[src/rtl/segimg_pkg.sv]
package segimg_pkg;

  localparam int IMG_BYTES     = 10;
  localparam int IMG_BITS      = IMG_BYTES * 8;
  localparam int CACHE_ENTRIES = 7;
  localparam int IDX_W         = 3;
  localparam int GRAN_SHIFT    = 12;
  localparam int GRAN_BIT      = 15;

  localparam logic [1:0] TGT_SEG = 2'd0;
  localparam logic [1:0] TGT_LDT = 2'd1;
  localparam logic [1:0] TGT_TSK = 2'd2;

  localparam logic [IDX_W-1:0] ENT_ES  = 3'd0;
  localparam logic [IDX_W-1:0] ENT_SS  = 3'd1;
  localparam logic [IDX_W-1:0] ENT_DS  = 3'd2;
  localparam logic [IDX_W-1:0] ENT_FS  = 3'd3;
  localparam logic [IDX_W-1:0] ENT_GS  = 3'd4;
  localparam logic [IDX_W-1:0] ENT_LDT = 3'd5;
  localparam logic [IDX_W-1:0] ENT_TSK = 3'd6;

  localparam logic [7:0] VEC_UD = 8'd6;
  localparam logic [7:0] VEC_GP = 8'd13;

  typedef enum logic [1:0] {CHK_OK, CHK_UD, CHK_GP} chk_e;

  typedef struct packed {
    logic [15:0] sel;
    logic [31:0] base;
    logic [31:0] limit;
    logic [15:0] attr;
  } seg_ent_t;

  // limit as stored in the image: page units when granular
  function automatic logic [15:0] scale_limit(input logic [31:0] lim, input logic gran);
    return 16'(gran ? (lim >> GRAN_SHIFT) : lim);
  endfunction

  // limit rebuilt from the image: 18 bits, optionally widened to bytes
  function automatic logic [31:0] expand_limit(input logic [15:0] lo, input logic [1:0] hi,
                                               input logic gran);
    logic [31:0] raw;
    raw = {14'd0, hi, lo};
    if (gran) return (raw << GRAN_SHIFT) | ((32'd1 << GRAN_SHIFT) - 32'd1);
    return raw;
  endfunction

  // byte k of the image sits at bits 8k+7:8k
  function automatic logic [IMG_BITS-1:0] pack_image(input seg_ent_t e);
    return {e.sel, e.base[31:24], e.attr, e.base[23:0], scale_limit(e.limit, e.attr[GRAN_BIT])};
  endfunction

  function automatic seg_ent_t unpack_image(input logic [IMG_BITS-1:0] img);
    seg_ent_t e;
    e.attr  = img[55:40];
    e.base  = {img[63:56], img[39:16]};
    e.limit = expand_limit(img[15:0], img[41:40], img[40+GRAN_BIT]);
    e.sel   = img[79:64];
    return e;
  endfunction

endpackage

[src/rtl/seg_op_check.sv]
module seg_op_check
  import segimg_pkg::*;
(
  input  logic             restore,
  input  logic [1:0]       target,
  input  logic [7:0]       modrm,
  input  logic             prot_mode,
  input  logic             v86_mode,
  input  logic [1:0]       cpl,
  output chk_e             verdict,
  output logic [IDX_W-1:0] ent_idx
);

  logic       field_bad;
  logic       reg_operand;
  logic       upper_nonzero;
  logic       priv_restore;
  logic       unused_rm_bits;

  assign reg_operand    = (modrm[7:6] == 2'b11);
  assign upper_nonzero  = (modrm[7:3] != 5'd0);
  assign priv_restore   = restore && (cpl != 2'd0);
  assign unused_rm_bits = ^modrm[2:0];

  always_comb begin
    field_bad = 1'b0;
    ent_idx   = ENT_ES;
    verdict   = CHK_OK;
    case (target)
      TGT_SEG: begin
        case (modrm[5:3])
          3'd0:    ent_idx = ENT_ES;
          3'd2:    ent_idx = ENT_SS;
          3'd3:    ent_idx = ENT_DS;
          3'd4:    ent_idx = ENT_FS;
          3'd5:    ent_idx = ENT_GS;
          default: field_bad = 1'b1;
        endcase
        if (reg_operand || field_bad) verdict = CHK_UD;
      end
      TGT_LDT: begin
        ent_idx = ENT_LDT;
        if (!prot_mode || v86_mode) verdict = CHK_UD;
        else if (priv_restore)      verdict = CHK_GP;
        else if (upper_nonzero)     verdict = CHK_UD;
      end
      TGT_TSK: begin
        ent_idx = ENT_TSK;
        if (!prot_mode)             verdict = CHK_UD;
        else if (priv_restore)      verdict = CHK_GP;
        else if (upper_nonzero)     verdict = CHK_UD;
      end
      default: verdict = CHK_UD;
    endcase
  end

endmodule

[src/rtl/seg_cache_file.sv]
module seg_cache_file
  import segimg_pkg::*;
#(
  parameter int ENTRIES = CACHE_ENTRIES,
  parameter int IW      = IDX_W
) (
  input  logic          clk,
  input  logic          rst_n,
  input  logic          wr_en,
  input  logic [IW-1:0] wr_idx,
  input  seg_ent_t      wr_data,
  input  logic [IW-1:0] rd_a_idx,
  output seg_ent_t      rd_a_ent,
  input  logic [IW-1:0] rd_b_idx,
  output seg_ent_t      rd_b_ent
);

  seg_ent_t ent_q [ENTRIES];

  always_ff @(posedge clk or negedge rst_n) begin
    if (!rst_n) begin
      for (int i = 0; i < ENTRIES; i++) ent_q[i] <= '0;
    end else if (wr_en && (wr_idx < IW'(ENTRIES))) begin
      ent_q[wr_idx] <= wr_data;
    end
  end

  assign rd_a_ent = (rd_a_idx < IW'(ENTRIES)) ? ent_q[rd_a_idx] : '0;
  assign rd_b_ent = (rd_b_idx < IW'(ENTRIES)) ? ent_q[rd_b_idx] : '0;

endmodule

[src/rtl/seg_byte_walker.sv]
module seg_byte_walker #(
  parameter int NBYTES = 10,
  parameter int ADDR_W = 32,
  localparam int CNT_W = $clog2(NBYTES)
) (
  input  logic              clk,
  input  logic              rst_n,
  input  logic              start,
  input  logic [ADDR_W-1:0] base_addr,
  input  logic              ack,
  output logic              req,
  output logic [ADDR_W-1:0] addr,
  output logic [CNT_W-1:0]  idx,
  output logic              step,
  output logic              last_step
);

  logic              run_q;
  logic [CNT_W-1:0]  idx_q;
  logic [ADDR_W-1:0] base_q;
  logic              at_last;

  assign at_last   = (idx_q == CNT_W'(NBYTES - 1));
  assign step      = run_q && ack;
  assign last_step = step && at_last;

  always_ff @(posedge clk or negedge rst_n) begin
    if (!rst_n) begin
      run_q  <= 1'b0;
      idx_q  <= '0;
      base_q <= '0;
    end else if (start) begin
      run_q  <= 1'b1;
      idx_q  <= '0;
      base_q <= base_addr;
    end else if (step) begin
      idx_q <= idx_q + 1'b1;
      if (at_last) run_q <= 1'b0;
    end
  end

  assign req  = run_q;
  assign idx  = idx_q;
  assign addr = base_q + ADDR_W'(idx_q);

endmodule

[src/rtl/seg_image_engine.sv]
module seg_image_engine
  import segimg_pkg::*;
#(
  parameter int ADDR_W = 32
) (
  input  logic              clk,
  input  logic              rst_n,
  input  logic              cmd_valid,
  input  logic              cmd_restore,
  input  logic [1:0]        cmd_target,
  input  logic [7:0]        cmd_modrm,
  input  logic [ADDR_W-1:0] cmd_ea,
  input  logic              prot_mode,
  input  logic              v86_mode,
  input  logic [1:0]        cpl,
  output logic              mem_req,
  output logic              mem_we,
  output logic [ADDR_W-1:0] mem_addr,
  output logic [7:0]        mem_wdata,
  input  logic              mem_ack,
  input  logic [7:0]        mem_rdata,
  output logic              busy,
  output logic              done,
  output logic              fault_ud,
  output logic              fault_gp,
  output logic [7:0]        fault_vec,
  input  logic [IDX_W-1:0]  look_idx,
  output logic [31:0]       look_limit,
  output logic [31:0]       look_base,
  output logic [15:0]       look_attr,
  output logic [15:0]       look_sel
);

  localparam int CNT_W = $clog2(IMG_BYTES);

  typedef enum logic [1:0] {ST_IDLE, ST_MOVE, ST_DONE, ST_TRAP} st_e;

  st_e                 st_q;
  logic                op_restore_q;
  logic                trap_gp_q;
  logic [IDX_W-1:0]    ent_q;
  logic [IMG_BITS-1:0] rbuf_q;

  chk_e                verdict;
  logic [IDX_W-1:0]    chk_ent;
  seg_ent_t            save_ent;
  seg_ent_t            look_ent;
  logic [IMG_BITS-1:0] save_img;
  logic [CNT_W-1:0]    byte_idx;

  // named events for the bound checker
  logic accept;
  logic xfer_step;
  logic xfer_last;
  logic commit_en;
  logic walk_start;

  assign accept     = cmd_valid && (st_q == ST_IDLE);
  assign walk_start = accept && (verdict == CHK_OK);
  assign commit_en  = (st_q == ST_DONE) && op_restore_q;

  seg_op_check u_check (
    .restore   (cmd_restore),
    .target    (cmd_target),
    .modrm     (cmd_modrm),
    .prot_mode (prot_mode),
    .v86_mode  (v86_mode),
    .cpl       (cpl),
    .verdict   (verdict),
    .ent_idx   (chk_ent)
  );

  seg_byte_walker #(.NBYTES(IMG_BYTES), .ADDR_W(ADDR_W)) u_walk (
    .clk       (clk),
    .rst_n     (rst_n),
    .start     (walk_start),
    .base_addr (cmd_ea),
    .ack       (mem_ack),
    .req       (mem_req),
    .addr      (mem_addr),
    .idx       (byte_idx),
    .step      (xfer_step),
    .last_step (xfer_last)
  );

  seg_cache_file #(.ENTRIES(CACHE_ENTRIES), .IW(IDX_W)) u_cache (
    .clk      (clk),
    .rst_n    (rst_n),
    .wr_en    (commit_en),
    .wr_idx   (ent_q),
    .wr_data  (unpack_image(rbuf_q)),
    .rd_a_idx (ent_q),
    .rd_a_ent (save_ent),
    .rd_b_idx (look_idx),
    .rd_b_ent (look_ent)
  );

  always_ff @(posedge clk or negedge rst_n) begin
    if (!rst_n) begin
      st_q         <= ST_IDLE;
      op_restore_q <= 1'b0;
      trap_gp_q    <= 1'b0;
      ent_q        <= '0;
    end else begin
      case (st_q)
        ST_IDLE: if (accept) begin
          op_restore_q <= cmd_restore;
          ent_q        <= chk_ent;
          trap_gp_q    <= (verdict == CHK_GP);
          st_q         <= (verdict == CHK_OK) ? ST_MOVE : ST_TRAP;
        end
        ST_MOVE: if (xfer_last) st_q <= ST_DONE;
        default: st_q <= ST_IDLE;
      endcase
    end
  end

  // restore staging: nothing reaches the cache before the last byte
  always_ff @(posedge clk or negedge rst_n) begin
    if (!rst_n) begin
      rbuf_q <= '0;
    end else if (xfer_step && op_restore_q) begin
      rbuf_q[8*byte_idx +: 8] <= mem_rdata;
    end
  end

  assign save_img  = pack_image(save_ent);
  assign mem_wdata = save_img[8*byte_idx +: 8];
  assign mem_we    = mem_req && !op_restore_q;

  assign busy      = (st_q != ST_IDLE);
  assign done      = (st_q == ST_DONE);
  assign fault_ud  = (st_q == ST_TRAP) && !trap_gp_q;
  assign fault_gp  = (st_q == ST_TRAP) && trap_gp_q;
  assign fault_vec = (st_q != ST_TRAP) ? 8'd0 : (trap_gp_q ? VEC_GP : VEC_UD);

  assign look_limit = look_ent.limit;
  assign look_base  = look_ent.base;
  assign look_attr  = look_ent.attr;
  assign look_sel   = look_ent.sel;

endmodule

[config.mk]
export PLATFORM = sky130hd
export DESIGN_NAME = seg_image_engine
export DESIGN_NICKNAME = d
export VERILOG_FILES = /design/src/rtl/segimg_pkg.sv /design/src/rtl/seg_op_check.sv /design/src/rtl/seg_cache_file.sv /design/src/rtl/seg_byte_walker.sv /design/src/rtl/seg_image_engine.sv
export SDC_FILE = /design/constraint.sdc
export NUM_CORES = 2
export LEC_CHECK = 0
export BUFFER_PORTS_ARGS = -buffer_cell sky130_fd_sc_hd__buf_4
export CORE_ASPECT_RATIO = 0.7
export CORE_MARGIN = 1.5
export CORE_UTILIZATION = 30
export DETAILED_ROUTE_END_ITERATION = 7
export PLACE_DENSITY = 0.44
export SLEW_MARGIN = 20
export SYNTH_ARGS = -nofsm -noshare
export SYNTH_HDL_FRONTEND = slang
export SYNTH_SLANG_ARGS = --single-unit
[constraint.sdc]
create_clock -name clk -period 6.4 [get_ports clk]
set_input_delay 1.28 -clock clk [delete_from_list [all_inputs] [get_ports clk]]
set_output_delay 1.28 -clock clk [all_outputs]
set_load 0.01 [all_outputs]
Word level (Yosys, flattened, before mapping)

Index checks and enable logic that the tools add are counted.

Multiply operators: 0
Mux-type cells: 37
Shift operators: 3
$lt $le $gt $ge: 5
Add/subtract/negate cells: 3
Reductions and logical operators: 30
Div/mod/pow operators: 0
Bitwise gates (word level): 2
Eq/ne operators: 15

Operators with widths:

| operator                                                                 | number |
|---|---|
| 672-bit bitwise mux                                                      | 1 |
| 96-bit two-way mux                                                       | 7 |
| 96-bit binary-select mux with 3-bit select                               | 2 |
| 96-bit demux with 3-bit select                                           | 1 |
| 80-bit bitwise mux                                                       | 1 |
| 8-bit by 34-bit variable shift with 80-bit output (first input constant) | 1 |
| 8-bit by 34-bit variable part select with 80-bit output                  | 1 |
| 80-bit by 8-bit variable part select with 8-bit output                   | 1 |
| 32-bit two-way mux                                                       | 2 |
| 7-bit negator with 34-bit output                                         | 1 |
| 32-bit by 4-bit adder with 32-bit output                                 | 1 |
| 16-bit two-way mux                                                       | 1 |
| 4-bit two-way mux                                                        | 4 |
| 1-bit logical AND                                                        | 12 |
| 2-bit two-way mux                                                        | 6 |
| 3-bit one-hot mux with 4 select lines                                    | 1 |
| 2-bit == test (second input constant)                                    | 5 |
| 3-bit one-hot mux with 3 select lines                                    | 1 |
| 4-bit >= comparator (second input constant)                              | 2 |
| 1-bit two-way mux                                                        | 8 |
| 3-bit inverter with 4-bit output                                         | 2 |
| 2-bit nonzero test                                                       | 4 |
| 3-bit by 2-bit == test with 1-bit output (second input constant)         | 2 |
| 3-bit == test (second input constant)                                    | 2 |
| 16 further kinds                                                         | 26 |

Output and inout bits: 150
Register bits after elaboration: 796
Memories kept: 0
Memory bits (writable): 0
Latch bits: 0
Word-level logic and storage cells: 131
Memory bits (read-only): 0

Longest topological paths before layout

Word-level depth: 11
Mapped depth: 12

Modules after synthesis

From an unflattened synthesis, not the netlist that was laid out.

Cell total of the unflattened synthesis: 3483
Area total of the unflattened synthesis: 42987.5 um^2

By module, submodules not included:

| module           | seq. area each (um^2) | cells each | instances | area each (um^2) |
|---|---|---|---|---|
| seg_cache_file   | 16816.1               | 2773       | 1         | 35736.8 |
| seg_image_engine | 2177.1                | 480        | 1         | 4860.9 |
| seg_byte_walker  | 925.9                 | 200        | 1         | 2185.8 |
| seg_op_check     | 0.0                   | 30         | 1         | 203.9 |

Worst setup path after synthesis

No wires, ideal clock.

Kind: input -> output
Start: input port look_idx[0]
End: output port look_base[10]
Stages on the path: 6
Setup slack: 2.188 ns
Data arrival time: 2.932 ns
Cells stage by stage: clkbuf_1 -> buf_1 -> buf_2 -> mux4_2 -> nor2_1 -> a21oi_1

Word-level cells in the longest chain between the ends: 5

Ends and longest elaborated chain:

| item                                                   | RTL line               | source |
|---|---|---|
| start: declaration                                     | seg_image_engine.sv:27 | `input logic [IDX_W-1:0] look_idx,` |
| 3-bit inverter with 4-bit output (implied by the code) | seg_cache_file.sv:29   | `assign rd_b_ent = (rd_b_idx < IW'(ENTRIES)) ? ent_q[rd_b_idx] : '0;` |
| 96-bit binary-select mux with 3-bit select             | seg_cache_file.sv:29   |  |
| 96-bit two-way mux (implied by the code) (2 in a row)  | seg_cache_file.sv:29   |  |
| 96-bit two-way mux (*)                                 | seg_cache_file.sv:29   |  |
| end: declaration                                       | seg_image_engine.sv:29 | `output logic [31:0] look_base,` |

Mark *: on every way between the ends. The rest lies on a longest branch, timed or not. The select of a mux whose other input is x is not followed.

Final worst setup path

Start: register ent_q[2]
End: output port mem_wdata[4]

Word-level cells in the longest chain between the ends: 7

Ends and longest elaborated chain:

| item                                                       | RTL line                | source |
|---|---|---|
| start: declaration                                         | seg_image_engine.sv:41  | `logic [IDX_W-1:0] ent_q;` |
| start signal: assignment                                   | seg_image_engine.sv:108 | `ent_q <= chk_ent;` |
| 3-bit inverter with 4-bit output (implied by the code)     | seg_cache_file.sv:28    | `assign rd_a_ent = (rd_a_idx < IW'(ENTRIES)) ? ent_q[rd_a_idx] : '0;` |
| 96-bit binary-select mux with 3-bit select                 | seg_cache_file.sv:28    |  |
| 96-bit two-way mux (implied by the code) (2 in a row)      | seg_cache_file.sv:28    |  |
| 96-bit two-way mux (*)                                     | seg_cache_file.sv:28    |  |
| 16-bit two-way mux                                         | segimg_pkg.sv:36        | `return 16'(gran ? (lim >> GRAN_SHIFT) : lim);` |
| 80-bit by 8-bit variable part select with 8-bit output (*) | seg_image_engine.sv:128 | `assign mem_wdata = save_img[8*byte_idx +: 8];` |
| end: declaration                                           | seg_image_engine.sv:19  | `output logic [7:0] mem_wdata,` |

Marked as above.

==> parameters.txt <==
Parameter                              Value

Logic synthesis
  EDFF count, synth    0
  Area share of the leading cell type in the synthesized netlist    47.4%
  Fraction of the mapped netlist area in adder cells    0.503%
  Share of flip-flops with an asynchronous set or reset    100%
  Most area-hungry cell type in the Yosys netlist    sky130_fd_sc_hd__dfrtp_1
  Fraction of the mapped netlist area in compound gates    13.4%
  Count of yosys warnings during synthesis    0
  Mux contribution to synthesized area    15.2%
  Number of synthesized register bits    782
  Largest family of logic cells by synthesized area    simple AND/OR/NAND/NOR gates
  Proportion of synthesized chip area in sequential cells    47.4%
  Fraction of the mapped netlist area in simple logic gates    17.7%
  Dominant register cell in the synthesized netlist    sky130_fd_sc_hd__dfrtp_1
  Post-synthesis instance total    about 4500
  Top post-synthesis cells by area    sky130_fd_sc_hd__dfrtp_1, sky130_fd_sc_hd__nand2_1, sky130_fd_sc_hd__mux4_2
  Post-synthesis cell area    41300 um2
  Netlist cell types    80
  Xor and xnor area share after synthesis    0.721%
  Avg Cell Area, Syn    9.09 um2

GRT
  Vias in the first global route    33200
  Maximum number of pins on one net before global-route repair    150
  Met3 layer usage reported by global route    4.96%
  M2 GR Usage    between 30% and 40%
  Antenna violations before repair    8
  Met1 Track Usage GR    38.0%
  Layer carrying the most global-route usage    met1
  GRT Total Usage    about a quarter
  Residual overflow from global routing    0
  Wire length of the first global-routing pass    257 mm

Route
  Antenna Nets Post-Route    0
  Initial DRC count    3914
  Number of detailed-route iterations in the first pass    6
  Wirelength per Cell    27.6 um
  Post-DR vias/cell    around 5.4
  Number of remaining DRC errors    0
  Via count    about 35000
  Final Routed Wirelength    179 mm

Clocking
  CTS tree    done
  Post-CTS setup repair buffer count    0
  Clock tree buffer depth    3
  Resized cells post-CTS    0
  Hold-fix buffers at CTS    0
  H-tree level count    3
  Register clock-pin slew on the reported worst setup and hold paths    0.06 ns
  Number of clock buffers inserted by TritonCTS    87
  Clk Latency, worst-skew pair    0.71 ns
  Clock Root Buffer    sky130_fd_sc_hd__clkbuf_16
  Number of sinks driven by the clock tree    782

Critical path
  CP Data Arrival Time    about 4.7 ns
  Worst Reg-to-Reg Cells    9
  Data required time of the worst path    between 5 and 6 ns
  Top cell by count, worst path    sky130_fd_sc_hd__buf_4
  Type of the setup path with the least slack    register to output pin
  Largest stage delay on the critical path    0.98 ns
  Critical path peak fanout    39
  Slowest-stage cell, CP    sky130_fd_sc_hd__a311oi_1
  Internal reg-to-reg setup slack    1.91 ns
  Cell type group with the largest total delay on the critical path    compound AO/OA/AOI/OAI gates
  Worst Setup Start Kind    register
  Critical path cell sequence    buf_4 > mux2_2 > a221oi_1 > o21ai_0 > a311oi_1 > o31ai_1 > buf_4 > buf_4
  Buf/Inv on CP    3
  Critical Path Stages    8
  Nature of the critical path endpoint    output pin

Power
  Leakage component of the power    22.2 nW
  Maximum vdd drop    between 0.2 and 0.25 mV
  Power, Total    a little under 20 mW
  Power density over cell area    between 400 and 500 nW/um2

STA
  # setup viols final    0
  Achievable frequency    167 MHz
  Count of pins over their slew limit    0
  Transition time at the pin with the least slew margin    1.17 ns
  Final critical-path share of the clock period    93.4%
  Worst-case headroom to the max-slew limit    between 20 and 25%
  Final Skew    0.0334 ns
  Final Hold Viols    0
  Min cycle time layout    5.98 ns
  Aggregate negative setup slack    0 ns
  Unrepaired setup endpoints after global routing    false

Outcome
  Run status    finished clean

Floorplan
  Overall die width    around 450 um
  Total number of placement rows    113
  Ports placed on the boundary    212
  Vert. Die Dim    313 um
  Std-Cell Core Area    136000 um2
  Die Area    approximately 140000 um2
  Effective utilization at floorplan    30.3%

Layout
  Leading cell type in the layout, fill and taps excluded    sky130_fd_sc_hd__nand2_1
  Top library cells by usage in the layout, fill and taps aside    sky130_fd_sc_hd__nand2_1, sky130_fd_sc_hd__dfrtp_1, sky130_fd_sc_hd__o21ai_0, sky130_fd_sc_hd__buf_4, sky130_fd_sc_hd__nor2_1
  Final Non-Filler Cells    6486
  Layout overhead on the synthesized area    15.1%
  Layout Cell Area excl Fill    47500 um2
  NumNets Final    about 4700
  Share of cells above drive strength 1    17.0%

Placed design
  Half-perimeter wire length after detailed placement    111 mm
  RD Place Congestion    a little under 0.9
  Instance area at placement    44700 um2
  Placed cell count    6333
  Quantity of I/O buffers inserted on ports    202

Worst hold path
  Hold Crit Depth    2
  Min-delay worst type    register to register

Job
  Max-capacitance violation count    0
## final timing paths
kind	start	to
min in group asynchronous	rst_n	u_cache.ent_q[38]
hold / removal	u_cache.ent_q[333]	u_cache.ent_q[333]
setup reg to reg	u_walk.idx[2]	rbuf_q[4]
max in group asynchronous	rst_n	rbuf_q[62]
setup / recovery	ent_q[2]	mem_wdata[4]
hold reg to reg	u_cache.ent_q[333]	u_cache.ent_q[333]
## layer usage
layer  share of wire (%)  wire length [um]
met2                  43             77700
met4                 2.3              4100
met3                 7.9             14200
met5               0.012                22
met1                  46             83100
## synth_stat cells (3+ instances only)
master,count
sky130_fd_sc_hd__a22oi_1,32
sky130_fd_sc_hd__nand2_1,1522
sky130_fd_sc_hd__o221ai_1,6
sky130_fd_sc_hd__ha_1,15
sky130_fd_sc_hd__clkbuf_1,219
sky130_fd_sc_hd__o31ai_1,12
sky130_fd_sc_hd__buf_2,86
sky130_fd_sc_hd__a311oi_1,3
sky130_fd_sc_hd__and2_1,7
sky130_fd_sc_hd__dfrtp_1,782
sky130_fd_sc_hd__xor2_1,9
sky130_fd_sc_hd__buf_6,3
sky130_fd_sc_hd__a222oi_1,4
sky130_fd_sc_hd__nand4_1,6
sky130_fd_sc_hd__a221o_1,32
sky130_fd_sc_hd__nand3_1,38
sky130_fd_sc_hd__buf_4,65
sky130_fd_sc_hd__a21oi_1,211
sky130_fd_sc_hd__buf_1,21
sky130_fd_sc_hd__o311ai_0,4
sky130_fd_sc_hd__nor2_1,216
sky130_fd_sc_hd__a32oi_1,3
sky130_fd_sc_hd__nor3_1,27
sky130_fd_sc_hd__nand2b_1,7
sky130_fd_sc_hd__xnor2_1,25
sky130_fd_sc_hd__a22o_1,7
sky130_fd_sc_hd__a211o_1,4
sky130_fd_sc_hd__and3_1,11
sky130_fd_sc_hd__inv_1,41
sky130_fd_sc_hd__nor3b_1,3
sky130_fd_sc_hd__mux2i_1,190
sky130_fd_sc_hd__mux4_2,111
sky130_fd_sc_hd__a211oi_1,17
sky130_fd_sc_hd__o211ai_1,6
sky130_fd_sc_hd__a2bb2oi_1,4
sky130_fd_sc_hd__a31oi_1,13
sky130_fd_sc_hd__mux2_4,26
sky130_fd_sc_hd__o22ai_1,13
sky130_fd_sc_hd__mux2_2,133
sky130_fd_sc_hd__nor2b_1,13
sky130_fd_sc_hd__a2111oi_0,6
sky130_fd_sc_hd__o21ai_1,3
sky130_fd_sc_hd__a221oi_1,56
sky130_fd_sc_hd__o21ai_0,487
## registers in the layout, summed over array words and instances (netlist names)
name	cells
u_walk.req	1
u_walk.base_q	32
rbuf_q	80
op_restore_q	1
trap_gp_q	1
ent_q	3
u_walk.idx	4
st_q	2
u_cache.ent_q	658
## final cells by class
type | instances | area (um2)
Fill cell | 14000 | 88600
Multi-Input combinational cell | 3325 | 19800
Sequential cell | 782 | 19600
Timing Repair Buffer | 344 | 2830
Clock buffer | 127 | 2520
Tap cell | 1840 | 2300
Clock inverter | 22 | 277
Inverter | 43 | 163
Antenna cell | 3 | 7.51
## cell families after synthesis
| kind of cell | Yosys count |
|---|---|
| compound gates | 940 |
| xor+xnor | 34 |
| fa+ha+maj | 16 |
| buf+inv | 440 |
| flops | 782 |
| mux | 460 |
| other cells | 1 |
| simple gates | 1869 |
## through the flow
step | utilization (%) | worst slack [ns] | hold slack [ns]
after detailed placement | 32.8 | 1.24 | 0.470
final | 34.9 | 0.421 | 0.478
after floorplan | - | 2.19 | 0.445
after global placement | 32.8 | 1.22 | 0.462
after global routing | 34.9 | 0.446 | 0.509
after CTS | 34.9 | 0.476 | 0.483
## power by group
part	leakage [nW]	switching (mW)	internal (mW)
registers	10.7	1.02	5.72
logic	10.2	4.98	2.46
clock network	1.36	2.23	2.92
total	22.2	8.24	11.1
## worst register-to-register path, stage by stage (launching register included)
cell and delay (ns):
sky130_fd_sc_hd__dfrtp_1 0.35, sky130_fd_sc_hd__clkinv_1 0.61, sky130_fd_sc_hd__nand2_1 0.79, sky130_fd_sc_hd__nor2_1 0.13, sky130_fd_sc_hd__ha_1 0.37, sky130_fd_sc_hd__nor3_1 0.54, sky130_fd_sc_hd__and2_1 0.42, sky130_fd_sc_hd__nor3b_2 0.85
sky130_fd_sc_hd__nand3_1 0.21, sky130_fd_sc_hd__o21ai_0 0.14
Note: power is estimated with default switching activity, not from simulation.
